--- src/rtl/cfgspace_pkg.sv ---
package cfgspace_pkg;

  localparam int ADDR_W = 16;
  localparam int DATA_W = 16;

  typedef enum logic [2:0] {
    WIN_NONE,
    WIN_USER,
    WIN_DEVID,
    WIN_REVID,
    WIN_CFG,
    WIN_INFO
  } winKind_t;

  typedef struct packed {
    logic              rdLoad;   // read hits a window
    logic              rdClear;  // read misses every window
    logic              wrUser;   // accepted write to a user word
    logic              wrCfg;    // accepted write to a configuration word
    winKind_t          win;
    logic [ADDR_W-1:0] idx;      // offset inside the window
  } ctlStrobes_t;

endpackage

--- src/rtl/cfgspace_ctrl.sv ---
module cfgspace_ctrl
  import cfgspace_pkg::*;
#(
  parameter logic [ADDR_W-1:0] USER_BASE = 16'h8000,
  parameter int                USER_CNT  = 4,
  parameter logic [ADDR_W-1:0] DEVID_ADR = 16'h8005,
  parameter logic [ADDR_W-1:0] REVID_ADR = 16'h8006,
  parameter logic [ADDR_W-1:0] CFG_BASE  = 16'h8007,
  parameter int                CFG_CNT   = 5,
  parameter logic [ADDR_W-1:0] INFO_BASE = 16'h8100,
  parameter int                INFO_CNT  = 512
) (
  input  logic              clk,
  input  logic              rstN,
  input  logic              regionSel,
  input  logic [ADDR_W-1:0] addr,
  input  logic              rdStrobe,
  input  logic              wrStrobe,
  output ctlStrobes_t       ctl,
  output logic              wrError
);

  localparam logic [ADDR_W:0] USER_END = {1'b0, USER_BASE} + (ADDR_W+1)'(USER_CNT);
  localparam logic [ADDR_W:0] CFG_END  = {1'b0, CFG_BASE}  + (ADDR_W+1)'(CFG_CNT);
  localparam logic [ADDR_W:0] INFO_END = {1'b0, INFO_BASE} + (ADDR_W+1)'(INFO_CNT);

  logic [ADDR_W:0] addrExt;
  winKind_t        win;
  logic [ADDR_W-1:0] idx;
  logic            refused;

  assign addrExt = {1'b0, addr};

  always_comb begin
    win = WIN_NONE;
    idx = '0;
    if (regionSel && addr[ADDR_W-1]) begin
      if (addrExt >= {1'b0, USER_BASE} && addrExt < USER_END) begin
        win = WIN_USER;
        idx = addr - USER_BASE;
      end else if (addr == DEVID_ADR) begin
        win = WIN_DEVID;
      end else if (addr == REVID_ADR) begin
        win = WIN_REVID;
      end else if (addrExt >= {1'b0, CFG_BASE} && addrExt < CFG_END) begin
        win = WIN_CFG;
        idx = addr - CFG_BASE;
      end else if (addrExt >= {1'b0, INFO_BASE} && addrExt < INFO_END) begin
        win = WIN_INFO;
        idx = addr - INFO_BASE;
      end
    end
  end

  always_comb begin
    ctl.win     = win;
    ctl.idx     = idx;
    ctl.rdLoad  = rdStrobe && (win != WIN_NONE);
    ctl.rdClear = rdStrobe && (win == WIN_NONE);
    ctl.wrUser  = wrStrobe && (win == WIN_USER);
    ctl.wrCfg   = wrStrobe && (win == WIN_CFG);
  end

  assign refused = wrStrobe && !(ctl.wrUser || ctl.wrCfg);

  always_ff @(posedge clk) begin
    if (!rstN) wrError <= 1'b0;
    else       wrError <= refused;
  end

  // an error pulse is always caused by a write strobe one cycle earlier
  assert_err_after_write_R9: assert property (@(posedge clk) disable iff (!rstN)
    wrError |-> $past(wrStrobe));

  // writes into read-only windows are always flagged
  assert_ro_write_flagged_R4: assert property (@(posedge clk) disable iff (!rstN)
    (wrStrobe && (win == WIN_DEVID || win == WIN_REVID || win == WIN_INFO)) |=> wrError);

  // deselected region never yields an accepted write
  assert_desel_refused_R8: assert property (@(posedge clk) disable iff (!rstN)
    (wrStrobe && !regionSel) |=> wrError);

endmodule

--- src/rtl/cfgspace_data.sv ---
module cfgspace_data
  import cfgspace_pkg::*;
#(
  parameter int                USER_CNT      = 4,
  parameter int                CFG_CNT       = 5,
  parameter logic [DATA_W-1:0] USER_RST_BASE = 16'hFF00,
  parameter logic [DATA_W-1:0] CFG_RST_BASE  = 16'h3FF0,
  parameter logic [DATA_W-1:0] DEV_ID        = 16'h30A5,
  parameter logic [DATA_W-1:0] REV_ID        = 16'h2003,
  parameter logic [DATA_W-1:0] INFO_MULT     = 16'h9E37,
  parameter logic [DATA_W-1:0] INFO_MASK     = 16'h5A5A
) (
  input  logic              clk,
  input  logic              rstN,
  input  ctlStrobes_t       ctl,
  input  logic [DATA_W-1:0] wrWord,
  output logic [DATA_W-1:0] rdWord
);

  logic [DATA_W-1:0] userMem [USER_CNT];
  logic [DATA_W-1:0] cfgMem  [CFG_CNT];
  logic [USER_CNT*DATA_W-1:0] userFlat;
  logic [CFG_CNT*DATA_W-1:0]  cfgFlat;
  logic [DATA_W-1:0] infoWord;
  logic [2*DATA_W-1:0] infoProd;
  logic [DATA_W-1:0] rdNext;

  for (genvar g = 0; g < USER_CNT; g++) begin : gUser
    always_ff @(posedge clk) begin
      if (!rstN)
        userMem[g] <= USER_RST_BASE + DATA_W'(g);
      else if (ctl.wrUser && ctl.idx == ADDR_W'(g))
        userMem[g] <= wrWord;
    end
    assign userFlat[g*DATA_W +: DATA_W] = userMem[g];
  end

  for (genvar g = 0; g < CFG_CNT; g++) begin : gCfg
    always_ff @(posedge clk) begin
      if (!rstN)
        cfgMem[g] <= CFG_RST_BASE + DATA_W'(g);
      else if (ctl.wrCfg && ctl.idx == ADDR_W'(g))
        cfgMem[g] <= wrWord;
    end
    assign cfgFlat[g*DATA_W +: DATA_W] = cfgMem[g];
  end

  assign infoProd = {{DATA_W{1'b0}}, ctl.idx} * {{DATA_W{1'b0}}, INFO_MULT};
  assign infoWord = infoProd[DATA_W-1:0] ^ INFO_MASK;

  always_comb begin
    rdNext = '0;
    unique case (ctl.win)
      WIN_USER: begin
        for (int i = 0; i < USER_CNT; i++)
          if (ctl.idx == ADDR_W'(i)) rdNext = userMem[i];
      end
      WIN_CFG: begin
        for (int i = 0; i < CFG_CNT; i++)
          if (ctl.idx == ADDR_W'(i)) rdNext = cfgMem[i];
      end
      WIN_DEVID: rdNext = DEV_ID;
      WIN_REVID: rdNext = REV_ID;
      WIN_INFO:  rdNext = infoWord;
      default:   rdNext = '0;
    endcase
  end

  always_ff @(posedge clk) begin
    if (!rstN)              rdWord <= '0;
    else if (ctl.rdClear)   rdWord <= '0;
    else if (ctl.rdLoad)    rdWord <= rdNext;
  end

  // a missed read leaves zeros in the data pair
  assert_miss_clears_R7: assert property (@(posedge clk) disable iff (!rstN)
    ctl.rdClear |=> (rdWord == '0));

  // without a read the data pair holds
  assert_hold_R2: assert property (@(posedge clk) disable iff (!rstN)
    !(ctl.rdLoad || ctl.rdClear) |=> $stable(rdWord));

  // device ID read returns the fixed identifier
  assert_devid_R4: assert property (@(posedge clk) disable iff (!rstN)
    (ctl.rdLoad && ctl.win == WIN_DEVID) |=> (rdWord == DEV_ID));

  // storage moves only on an accepted write
  assert_store_stable_R9: assert property (@(posedge clk) disable iff (!rstN)
    !(ctl.wrUser || ctl.wrCfg) |=> ($stable(userFlat) && $stable(cfgFlat)));

endmodule

--- src/rtl/cfgspace_access.sv ---
module cfgspace_access
  import cfgspace_pkg::*;
#(
  parameter int USER_CNT = 4,
  parameter int CFG_CNT  = 5,
  parameter int INFO_CNT = 512
) (
  input  logic        clk,
  input  logic        rstN,
  input  logic        regionSel,
  input  logic [15:0] addr,
  input  logic [7:0]  wrLo,
  input  logic [7:0]  wrHi,
  input  logic        rdStrobe,
  input  logic        wrStrobe,
  output logic [7:0]  rdLo,
  output logic [7:0]  rdHi,
  output logic        wrError
);

  ctlStrobes_t       ctl;
  logic [DATA_W-1:0] rdWord;

  cfgspace_ctrl #(
    .USER_CNT (USER_CNT),
    .CFG_CNT  (CFG_CNT),
    .INFO_CNT (INFO_CNT)
  ) u_ctrl (
    .clk       (clk),
    .rstN      (rstN),
    .regionSel (regionSel),
    .addr      (addr),
    .rdStrobe  (rdStrobe),
    .wrStrobe  (wrStrobe),
    .ctl       (ctl),
    .wrError   (wrError)
  );

  cfgspace_data #(
    .USER_CNT (USER_CNT),
    .CFG_CNT  (CFG_CNT)
  ) u_data (
    .clk    (clk),
    .rstN   (rstN),
    .ctl    (ctl),
    .wrWord ({wrHi, wrLo}),
    .rdWord (rdWord)
  );

  assign rdLo = rdWord[7:0];
  assign rdHi = rdWord[15:8];

endmodule

--- config.mk ---
export PLATFORM = sky130hd
export DESIGN_NAME = cfgspace_access
export DESIGN_NICKNAME = d
export VERILOG_FILES = /design/src/rtl/cfgspace_pkg.sv /design/src/rtl/cfgspace_ctrl.sv /design/src/rtl/cfgspace_data.sv /design/src/rtl/cfgspace_access.sv
export SDC_FILE = /design/constraint.sdc
export NUM_CORES = 1
export LEC_CHECK = 0
export BUFFER_PORTS_ARGS = -buffer_cell sky130_fd_sc_hd__clkbuf_2
export CORE_MARGIN = 2
export CORE_UTILIZATION = 45
export CTS_CLUSTER_DIAMETER = 80
export DETAILED_ROUTE_END_ITERATION = 6
export SYNTH_ARGS = -nofsm -noshare
export SYNTH_HDL_FRONTEND = slang
export SYNTH_SLANG_ARGS = --single-unit
--- constraint.sdc ---
create_clock -name clk -period 8.9 [get_ports clk]
set_clock_uncertainty 0.1 [all_clocks]
set_input_delay 1.78 -clock clk [delete_from_list [all_inputs] [get_ports clk]]
set_output_delay 1.78 -clock clk [all_outputs]
set_load 0.02 [all_outputs]
==> flow_summary.ini, run 1 <==
[clock_tree]
clock_latency_ns = 0.43
clockBufferDepth = 2
path_clk_slew_ns = 0.07
post_cts_resized = 0
cts.root.buffer_cell = clkbuf_16
htreeDepth = 4
cts.sinks = 161
holdBufCountCts = 0
postCtsSetupRepairBufs = 0
numCtsBuffers = 17
cts_tree = yes

[worst_setup_path]
start_kind = input port
worst-setup-path-type = in -> reg
rrSetupSlack_ns = 6.76
r2r_end = u_data.rdWord[13]$_SDFFE_PP0P_
r2r_start = u_data.cfgMem[0][13]$_SDFFCE_PN1P_
cp_max_fo = 5
cp-end-kind = flop
cp.required_ns = 9.11
reg2reg_depth = 5
arrival_ns = 8.62

[run_status]
run_status = completed

[timing]
rsz0062_at_grt = no
min_period_ns = 8.413
setup_violations = 0
timing.hold.ws_ns = 0.4012
finalSetupTns_ns = 0
period_share_pct = 94.53
postLayoutSetupSlackWorst_ns = 0.4868
hold_viol = 0
maxSlewViolCount = 0
tightest_slew_ns = 1.082
relSlewSlack_pct = 27.61
fmax_mhz = 118.9

[route]
drt_iter0_markers = 778
wirelength_um = 28730
vias = 7750
wl_per_cell_um = 21.01
ant_nets = 0
route.detailed.drc = 0
vias_per_cell = 5.669
dr.pass1.iters = 5

[grt]
gr-usage-all-layers_pct = 24.59
grt_overflow_total = 0
grt_max_degree = 58
antenna_found_initial = 0
grt_pass1_vias = 7631
grt_first_pass_wirelength_um = 44940

[placed_design]
placed_area_um2 = 11270
port_buffers = 53
gp_congestion = 0.8770
hpwlAfterDp_um = 21260
post-place-ws_ns = 0.1207

[logic_synthesis]
syn_area_per_cell_um2 = 10.79
yosys_most_used_dff = edfxtp_1
ys_seq_area_share_pct = 44.40
ys_ff_latch = 161
synth_edf_count = 144
synth-async-reset-ratio_pct = 0
netlist_instances = 974
netlist_area_um2 = 10510
yosys.area.top_type = edfxtp_1
synth.top_cell.area_share_pct = 41.16
synthTopCellsByArea = edfxtp_1 41%, ha_1 8.5%, fa_1 8.2%, or3_1 4.6%, inv_1 3.5%
yosysWarnings = 0
synth.distinct_cells = 73

[finish]
diodes = 0
multi_input_area_um2 = 5288
num-fill-cells = 2039
fin_nets = 1192
drive_gt1_share_pct = 15.94
seqCellArea_um2 = 4664
fin_area_um2 = 11860
synthToLayoutAreaGrowth_pct = 12.90

[die]
die_x_um = 156.8
num_rows = 55
die_h_um = 156.8
start_util_pct = 46.12
ios = 54
dieArea_um2 = 24590
core_um2 = 22780

[hold_path]
holdPathEnd = u_data.rdWord[7]$_SDFFE_PP0P_
min_from = u_data.rdWord[7]$_SDFFE_PP0P_
min_path_type = reg -> reg
holdPathStages = 1

[pwr]
p_leak_nw = 4.729
power_per_cell_area_nw_per_um2 = 151.8
irDropWorstVdd_mv = 0.1150

[job]
drv_cap = 0
-- cell usage in the layout, fill, tap and decap left out, drive strengths merged, types with 4 or more instances in the layout --
cell	n
nor3	16
or3	77
or2	22
a21oi	19
nor2b	9
nand4	6
buf	38
o221ai	18
nor2	49
conb	9
inv	107
and3	22
o2111ai	5
xnor2	17
ha	71
a31oi	7
a2111oi	4
and2	44
a221oi	24
o21ai	54
o22ai	10
dfxtp	17
edfxtp	144
a221o	11
o211ai	11
clkbuf	71
fa	43
nand2	53
nand3	17
nor4	4
xor2	9
-- report_power, final --
part,internal [mW],switching (mW)
logic,0.0668,0.120
clock network,0.424,0.321
registers,0.857,0.0121
total,1.35,0.453
-- worst max-delay path by stage --
stage                     cells after the start                              to     from
after CTS                                    25  u_data.rdWord[15]$_SDFFE_PP0P_  addr[5]
after detailed placement                     27  u_data.rdWord[15]$_SDFFE_PP0P_  addr[5]
final                                        27  u_data.rdWord[15]$_SDFFE_PP0P_  addr[5]
after global placement                       27  u_data.rdWord[15]$_SDFFE_PP0P_  addr[5]
after global routing                         27  u_data.rdWord[15]$_SDFFE_PP0P_  addr[5]
after floorplan                              27  u_data.rdWord[15]$_SDFFE_PP0P_  addr[5]
-- critical path, cell delays in order --
cell and delay [ns]:
clkbuf_2 0.11, or4_4 0.58, nor4b_2 0.34, nand3_1 0.27
nand2b_1 0.25, nor2_1 0.06, o21ai_0 0.15, nand2_1 0.11
nand2_1 0.19, inv_1 0.09, ha_1 0.34, fa_1 0.49
ha_1 0.32, fa_1 0.46, fa_1 0.55, inv_1 0.06
fa_1 0.55, inv_1 0.05, ha_1 0.35, and4_1 0.21
a2111oi_0 0.37, buf_4 0.19, o21bai_1 0.05, a21oi_1 0.26
xnor2_1 0.16, o221ai_1 0.14, o211a_1 0.14
-- layout make-up --
class                      count  area share, %
clock inverter                14          1.403
clock buffer                  18          3.618
inverter                      99          3.133
multi-input combinational    671          44.58
sequential                   161          39.32
tap                          313          3.302
timing repair buffer          91          4.641
-- state kept, by name (all words and copies together), names as in the netlist --
register and count:
u_data.userMem 64, u_data.cfgMem 80, u_ctrl.wrError 1, u_data.rdWord 16
-- per-layer routing --
| metal | track usage (%) | up-vias | wire (um) |
|---|---|---|---|
| li1 | - | 3670 | - |
| met1 | 35.84 | 3817 | 13400 |
| met2 | 38.22 | 228 | 13120 |
| met3 | 3.683 | 35 | 1712 |
| met4 | 6.859 | 0 | 490 |
| met5 | 0 | - | 0 |
-- logic make-up after synthesis --
| family | synth area share [%] |
|---|---|
| AOI/OAI and AO/OA | 13.43 |
| xor gates and xnor gates | 2.382 |
| adders and majority gates | 16.65 |
| buffers and inverters | 5.585 |
| DFF | 44.40 |
| other | 0.07148 |
| and+or+nand+nor | 17.48 |
-- stage by stage --
step	cells	power, mW	utilization [%]
after floorplan	981	1.000	-
after global placement	1335	1.069	49.46
after CTS	1367	1.807	52.07
after global routing	1367	1.862	52.07
after detailed placement	1335	1.072	49.46
final	1367	1.800	52.07
-- cells in the mapped netlist, drive strengths merged, types with 3 or more instances --
library cell / instances
a22oi: 3
and2: 44
nor2: 49
dfxtp: 17
o22ai: 10
o221ai: 18
nor2b: 9
or2: 22
edfxtp: 144
a21oi: 19
a2111oi: 4
nand2: 53
and3: 22
a211oi: 3
clkbuf: 37
nand4: 6
a21o: 3
o21ai: 54
or3: 77
nor4: 4
a221o: 11
nand3: 17
inv: 99
ha: 71
a31oi: 7
buf: 13
a221oi: 24
fa: 43
o2111ai: 5
o211ai: 11
nor3: 16
xnor2: 17
xor2: 9
Note: power is estimated with default switching activity, not from simulation.
==> inputs of run 2 (changes only) <==
--- a/config.mk
+++ b/config.mk
@@ -6,7 +6,7 @@
 export NUM_CORES = 1
 export LEC_CHECK = 0
 export BUFFER_PORTS_ARGS = -buffer_cell sky130_fd_sc_hd__clkbuf_2
-export CORE_MARGIN = 2
+export CORE_MARGIN = 10
 export CORE_UTILIZATION = 45
 export CTS_CLUSTER_DIAMETER = 80
 export DETAILED_ROUTE_END_ITERATION = 6
==> flow_summary.ini, run 2 (same netlist as run 1, synthesis figures left out) <==
[clock_tree]
post_cts_resized = 0
numCtsBuffers = 17
cts.sinks = 161
clockBufferDepth = 2
postCtsSetupRepairBufs = 0
htreeDepth = 4
path_clk_slew_ns = 0.07
holdBufCountCts = 0
cts.root.buffer_cell = clkbuf_16
cts_tree = yes
clock_latency_ns = 0.43

[finish]
num-fill-cells = 2028
largest_reg_flops = 80
drive_gt1_share_pct = 15.36
largest-register = u_data.cfgMem
stdcell_count = 1361
synthToLayoutAreaGrowth_pct = 12.16
seqCellArea_um2 = 4664
fin_nets = 1187
layout_common_cells = 144 x edfxtp_1, 98 x inv_1, 77 x or3_1
diodes = 0
layout_commonest_cell = edfxtp_1
multi_input_area_um2 = 5288
reg.largest.list = u_data.cfgMem x80, u_data.userMem x64, u_data.rdWord x16

[die]
die_h_um = 172.8
die_x_um = 172.8
start_util_pct = 46.12
core_um2 = 22780
ios = 54
num_rows = 55
dieArea_um2 = 29860

[hold_path]
min_path_type = reg -> reg
min_from = u_data.rdWord[7]$_SDFFE_PP0P_

[timing]
rsz0062_at_grt = no
period_share_pct = 95.25
setup_violations = 0
postLayoutSetupSlackWorst_ns = 0.4229
min_period_ns = 8.477
maxSlewViolCount = 0
hold_viol = 0
fmax_mhz = 118.0
finalSetupTns_ns = 0
relSlewSlack_pct = 29.80
tightest_slew_ns = 1.049

[placed_design]
hpwlAfterDp_um = 21480
port_buffers = 53
dp.cells = 1330
gp_congestion = 0.8770
post-place-ws_ns = 0.08943

[pwr]
p_int_mw = 1.313
total_power_mw = 1.760
pwr-share-clk_pct = 40.0
p_leak_nw = 4.682
switching_share_pct = 25.39
power_per_cell_area_nw_per_um2 = 149.3
p_sw_mw = 0.4468
p_seq_share_pct = 49.4
irDropWorstVdd_mv = 0.1147
p_comb_share_pct = 10.7

[worst_setup_path]
worst-setup-path-type = in -> reg
crit_start = addr[5]
r2r_start = u_data.cfgMem[1][13]$_SDFFCE_PN1P_
cp-end-kind = flop
arrival_ns = 8.70
cp_max_fo = 9
start_kind = input port
cp.required_ns = 9.12

[grt]
gr-usage-all-layers_pct = 19.38
grt_first_pass_wirelength_um = 45770
grt_pass1_vias = 7760
grt_overflow_total = 0
antenna_found_initial = 0
grt_max_degree = 58

[route]
ant_nets = 0
wl_per_cell_um = 21.36
drt_iter0_markers = 629
vias_per_cell = 5.696
route.detailed.drc = 0
vias = 7752
dr.pass1.iters = 4
wirelength_um = 29070

[job]
drv_cap = 0

[run_status]
run_status = completed
## run 2: cell types whose count changed in the layout (fill, tap and decap cells not counted), sizes merged
cell | before | now
clkinv | 3 | 5
bufinv | 2 | 1
inv | 107 | 105
buf | 38 | 33
## run 2: final timing paths
check | slack [ns] | cells after the start | endpoint
max | 0.42 | 25 | u_data.rdWord[15]$_SDFFE_PP0P_
min | 0.41 | 1 | u_data.rdWord[7]$_SDFFE_PP0P_
max reg2reg | 6.71 | 5 | u_data.rdWord[13]$_SDFFE_PP0P_
min reg2reg | 0.41 | 1 | u_data.rdWord[7]$_SDFFE_PP0P_
## run 2: metrics by stage
stage | area (um^2) | hold slack [ns] | util [%]
floorplan | 10530 | 0.4067 | -
global placement | 11230 | 0.3897 | 49.29
detailed placement | 11230 | 0.3961 | 49.29
CTS | 11780 | 0.4122 | 51.73
global route | 11780 | 0.4328 | 51.73
finish | 11780 | 0.4082 | 51.73
## run 2: power groups by stage
| stage | Clock, mW | Sequential (mW) | Combinational (mW) |
|---|---|---|---|
| after floorplan | 0 | 0.887 | 0.113 |
| after global placement | 0 | 0.884 | 0.186 |
| after detailed placement | 0 | 0.885 | 0.188 |
| after CTS | 0.709 | 0.869 | 0.189 |
| after global routing | 0.740 | 0.872 | 0.210 |
| final | 0.703 | 0.869 | 0.188 |
## run 2: routing by layer
layer | global-route usage [%] | part of all wire (%) | up-vias
li1 | - | - | 3664
met1 | 27.37 | 47 | 3828
met3 | 3.572 | 5.2 | 32
met5 | 0 | 0 | -
met4 | 4.384 | 1.4 | 0
met2 | 30.23 | 46 | 228
## run 2: area by class of cell
cell class | instances | area share (%)
clock buffers | 18 | 3.642
clock inverters | 13 | 1.072
inverters | 99 | 3.154
multi-input cells | 671 | 44.87
flip-flops and latches | 161 | 39.58
well taps | 313 | 3.323
repair buffers | 86 | 4.353
## run 2: critical path, cell delays in order
cell       delay [ns]
clkbuf_2         0.10
or4_4            0.58
nor4b_2          0.34
and3_1           0.44
nor2_1           0.11
a21oi_1          0.15
a311o_1          0.34
inv_1            0.11
ha_1             0.35
fa_1             0.49
ha_1             0.32
fa_1             0.47
fa_1             0.55
inv_1            0.06
fa_1             0.54
inv_1            0.04
ha_1             0.35
and4_1           0.20
a2111oi_0        0.38
buf_4            0.19
o21bai_1         0.06
a21oi_1          0.26
xnor2_1          0.18
o221ai_1         0.15
o211a_1          0.14
==> inputs of run 3 (changes only) <==
--- a/config.mk
+++ b/config.mk
@@ -5,11 +5,12 @@
 export SDC_FILE = /design/constraint.sdc
 export NUM_CORES = 1
 export LEC_CHECK = 0
-export BUFFER_PORTS_ARGS = -buffer_cell sky130_fd_sc_hd__clkbuf_2
+export CORE_ASPECT_RATIO = 0.9
 export CORE_MARGIN = 10
 export CORE_UTILIZATION = 45
 export CTS_CLUSTER_DIAMETER = 80
 export DETAILED_ROUTE_END_ITERATION = 6
+export DONT_BUFFER_PORTS = 1
 export SYNTH_ARGS = -nofsm -noshare
 export SYNTH_HDL_FRONTEND = slang
 export SYNTH_SLANG_ARGS = --single-unit
==> flow_summary.ini, run 3 (same netlist as run 1, synthesis figures left out) <==
[finish]
layout_common_cells = 144 x edfxtp_1, 98 x inv_1, 77 x or3_1
seqCellArea_um2 = 4664
synthToLayoutAreaGrowth_pct = 8.836
reg.largest.list = u_data.cfgMem x80, u_data.userMem x64, u_data.rdWord x16
diodes = 0
stdcell_count = 1281
num-fill-cells = 2023
fin_util_pct = 50.36
fin_nets = 1122
multi_input_area_um2 = 5288
layout_commonest_cell = edfxtp_1
largest_reg_flops = 80
largest-register = u_data.cfgMem
drive_gt1_share_pct = 10.06

[timing]
hold_viol = 0
postLayoutSetupSlackWorst_ns = 0.6130
min_period_ns = 8.287
setup_violations = 0
fmax_mhz = 120.7
tightest_slew_ns = 1.083
relSlewSlack_pct = 27.54
period_share_pct = 93.11
finalSetupTns_ns = 0
rsz0062_at_grt = no
maxSlewViolCount = 0
timing.hold.ws_ns = 0.4474

[worst_setup_path]
cp_max_fo = 9
start_kind = input port
worst-setup-path-type = in -> reg
slowest_stage = or4_4
r2r_start = u_data.cfgMem[1][13]$_SDFFCE_PN1P_
arrival_ns = 8.52
rrSetupSlack_ns = 6.70
cp-end-kind = flop
crit_start = addr[5]
cp.required_ns = 9.13
max_stage_delay_ns = 0.57

[route]
vias = 7652
wirelength_um = 30280
drt_iter0_markers = 681
vias_per_cell = 5.973
wl_per_cell_um = 23.64
route.detailed.drc = 0
dr.pass1.iters = 5
ant_nets = 0

[clock_tree]
cts.sinks = 161
numCtsBuffers = 17
clock_latency_ns = 0.43
cts.root.buffer_cell = clkbuf_16
postCtsSetupRepairBufs = 0
post_cts_resized = 0
clockBufferDepth = 2
path_clk_slew_ns = 0.07
holdBufCountCts = 0
htreeDepth = 4
cts_tree = yes

[grt]
gr-usage-all-layers_pct = 20.34
grt_pass1_vias = 7441
grt_max_degree = 58
grt_overflow_total = 0
antenna_found_initial = 0
grt_first_pass_wirelength_um = 46330

[placed_design]
hpwlAfterDp_um = 21710
gp_congestion = 0.8855
post-place-ws_ns = 0.2113
dp.cells = 1249
port_buffers = 0

[run_status]
run_status = completed

[hold_path]
min_from = u_data.cfgMem[2][8]$_SDFFCE_PN1P_
min_path_type = reg -> reg

[pwr]
p_leak_nw = 4.414
power_per_cell_area_nw_per_um2 = 153.9
irDropWorstVdd_mv = 0.1282

[die]
core_um2 = 22710
start_util_pct = 46.27
die_h_um = 165.0
die_x_um = 181.1
dieArea_um2 = 29870
ios = 54
num_rows = 52

[job]
drv_cap = 0
## run 3: changes by cell type in the layout (fill, tap and decap cells not counted), moves of 2 or more
cell      before  now
clkinv_2       2    0
inv_8          2    7
clkbuf_2      53    0
buf_4         33   21
## run 3: cell type report
class / instances / area share, %
clock buffers: 17 / 3.720
clock inverters: 15 / 1.368
inverters: 99 / 3.250
multi-input cells: 671 / 46.24
flip-flops and latches: 161 / 40.79
well taps: 297 / 3.250
repair buffers: 21 / 1.379
## run 3: stage by stage
step / instance area, um^2 / total power [mW]
6_report: 11430 / 1.760
5_1_grt: 11430 / 1.819
4_1_cts: 11430 / 1.766
3_5_place_dp: 10850 / 1.045
3_3_place_gp: 10850 / 1.044
2_1_floorplan: 10530 / 1.000
## run 3: path summary, 6_finish.rpt
| path | cells after the start | to |
|---|---|---|
| setup / recovery | 27 | u_data.rdWord[15]$_SDFFE_PP0P_ |
| setup reg to reg | 5 | u_data.rdWord[13]$_SDFFE_PP0P_ |
| hold / removal | 2 | u_data.rdWord[8]$_SDFFE_PP0P_ |
| hold reg to reg | 2 | u_data.rdWord[8]$_SDFFE_PP0P_ |
## run 3: critical path: cells and delay by family
| family | cells | cell delay [ns] |
|---|---|---|
| simple gates | 6 | 1.94 |
| fa+ha+maj | 7 | 2.69 |
| compound gates | 8 | 1.59 |
| buf+inv | 5 | 0.38 |
| xor+xnor | 1 | 0.14 |
## run 3: metal layers
layer / vias to the layer above / track usage, % / routed length, um
met1: 3776 / 28.58 / 13890
met3: 34 / 6.082 / 2824
met4: 0 / 4.728 / 408
li1: 3535 / - / -
met2: 307 / 30.17 / 13160
met5: - / 0 / 0
## run 3: power by group
part / leakage, nW / internal [mW] / switching (mW)
logic: 2.56 / 0.0586 / 0.0948
registers: 1.56 / 0.857 / 0.0175
clock network: 0.290 / 0.378 / 0.355
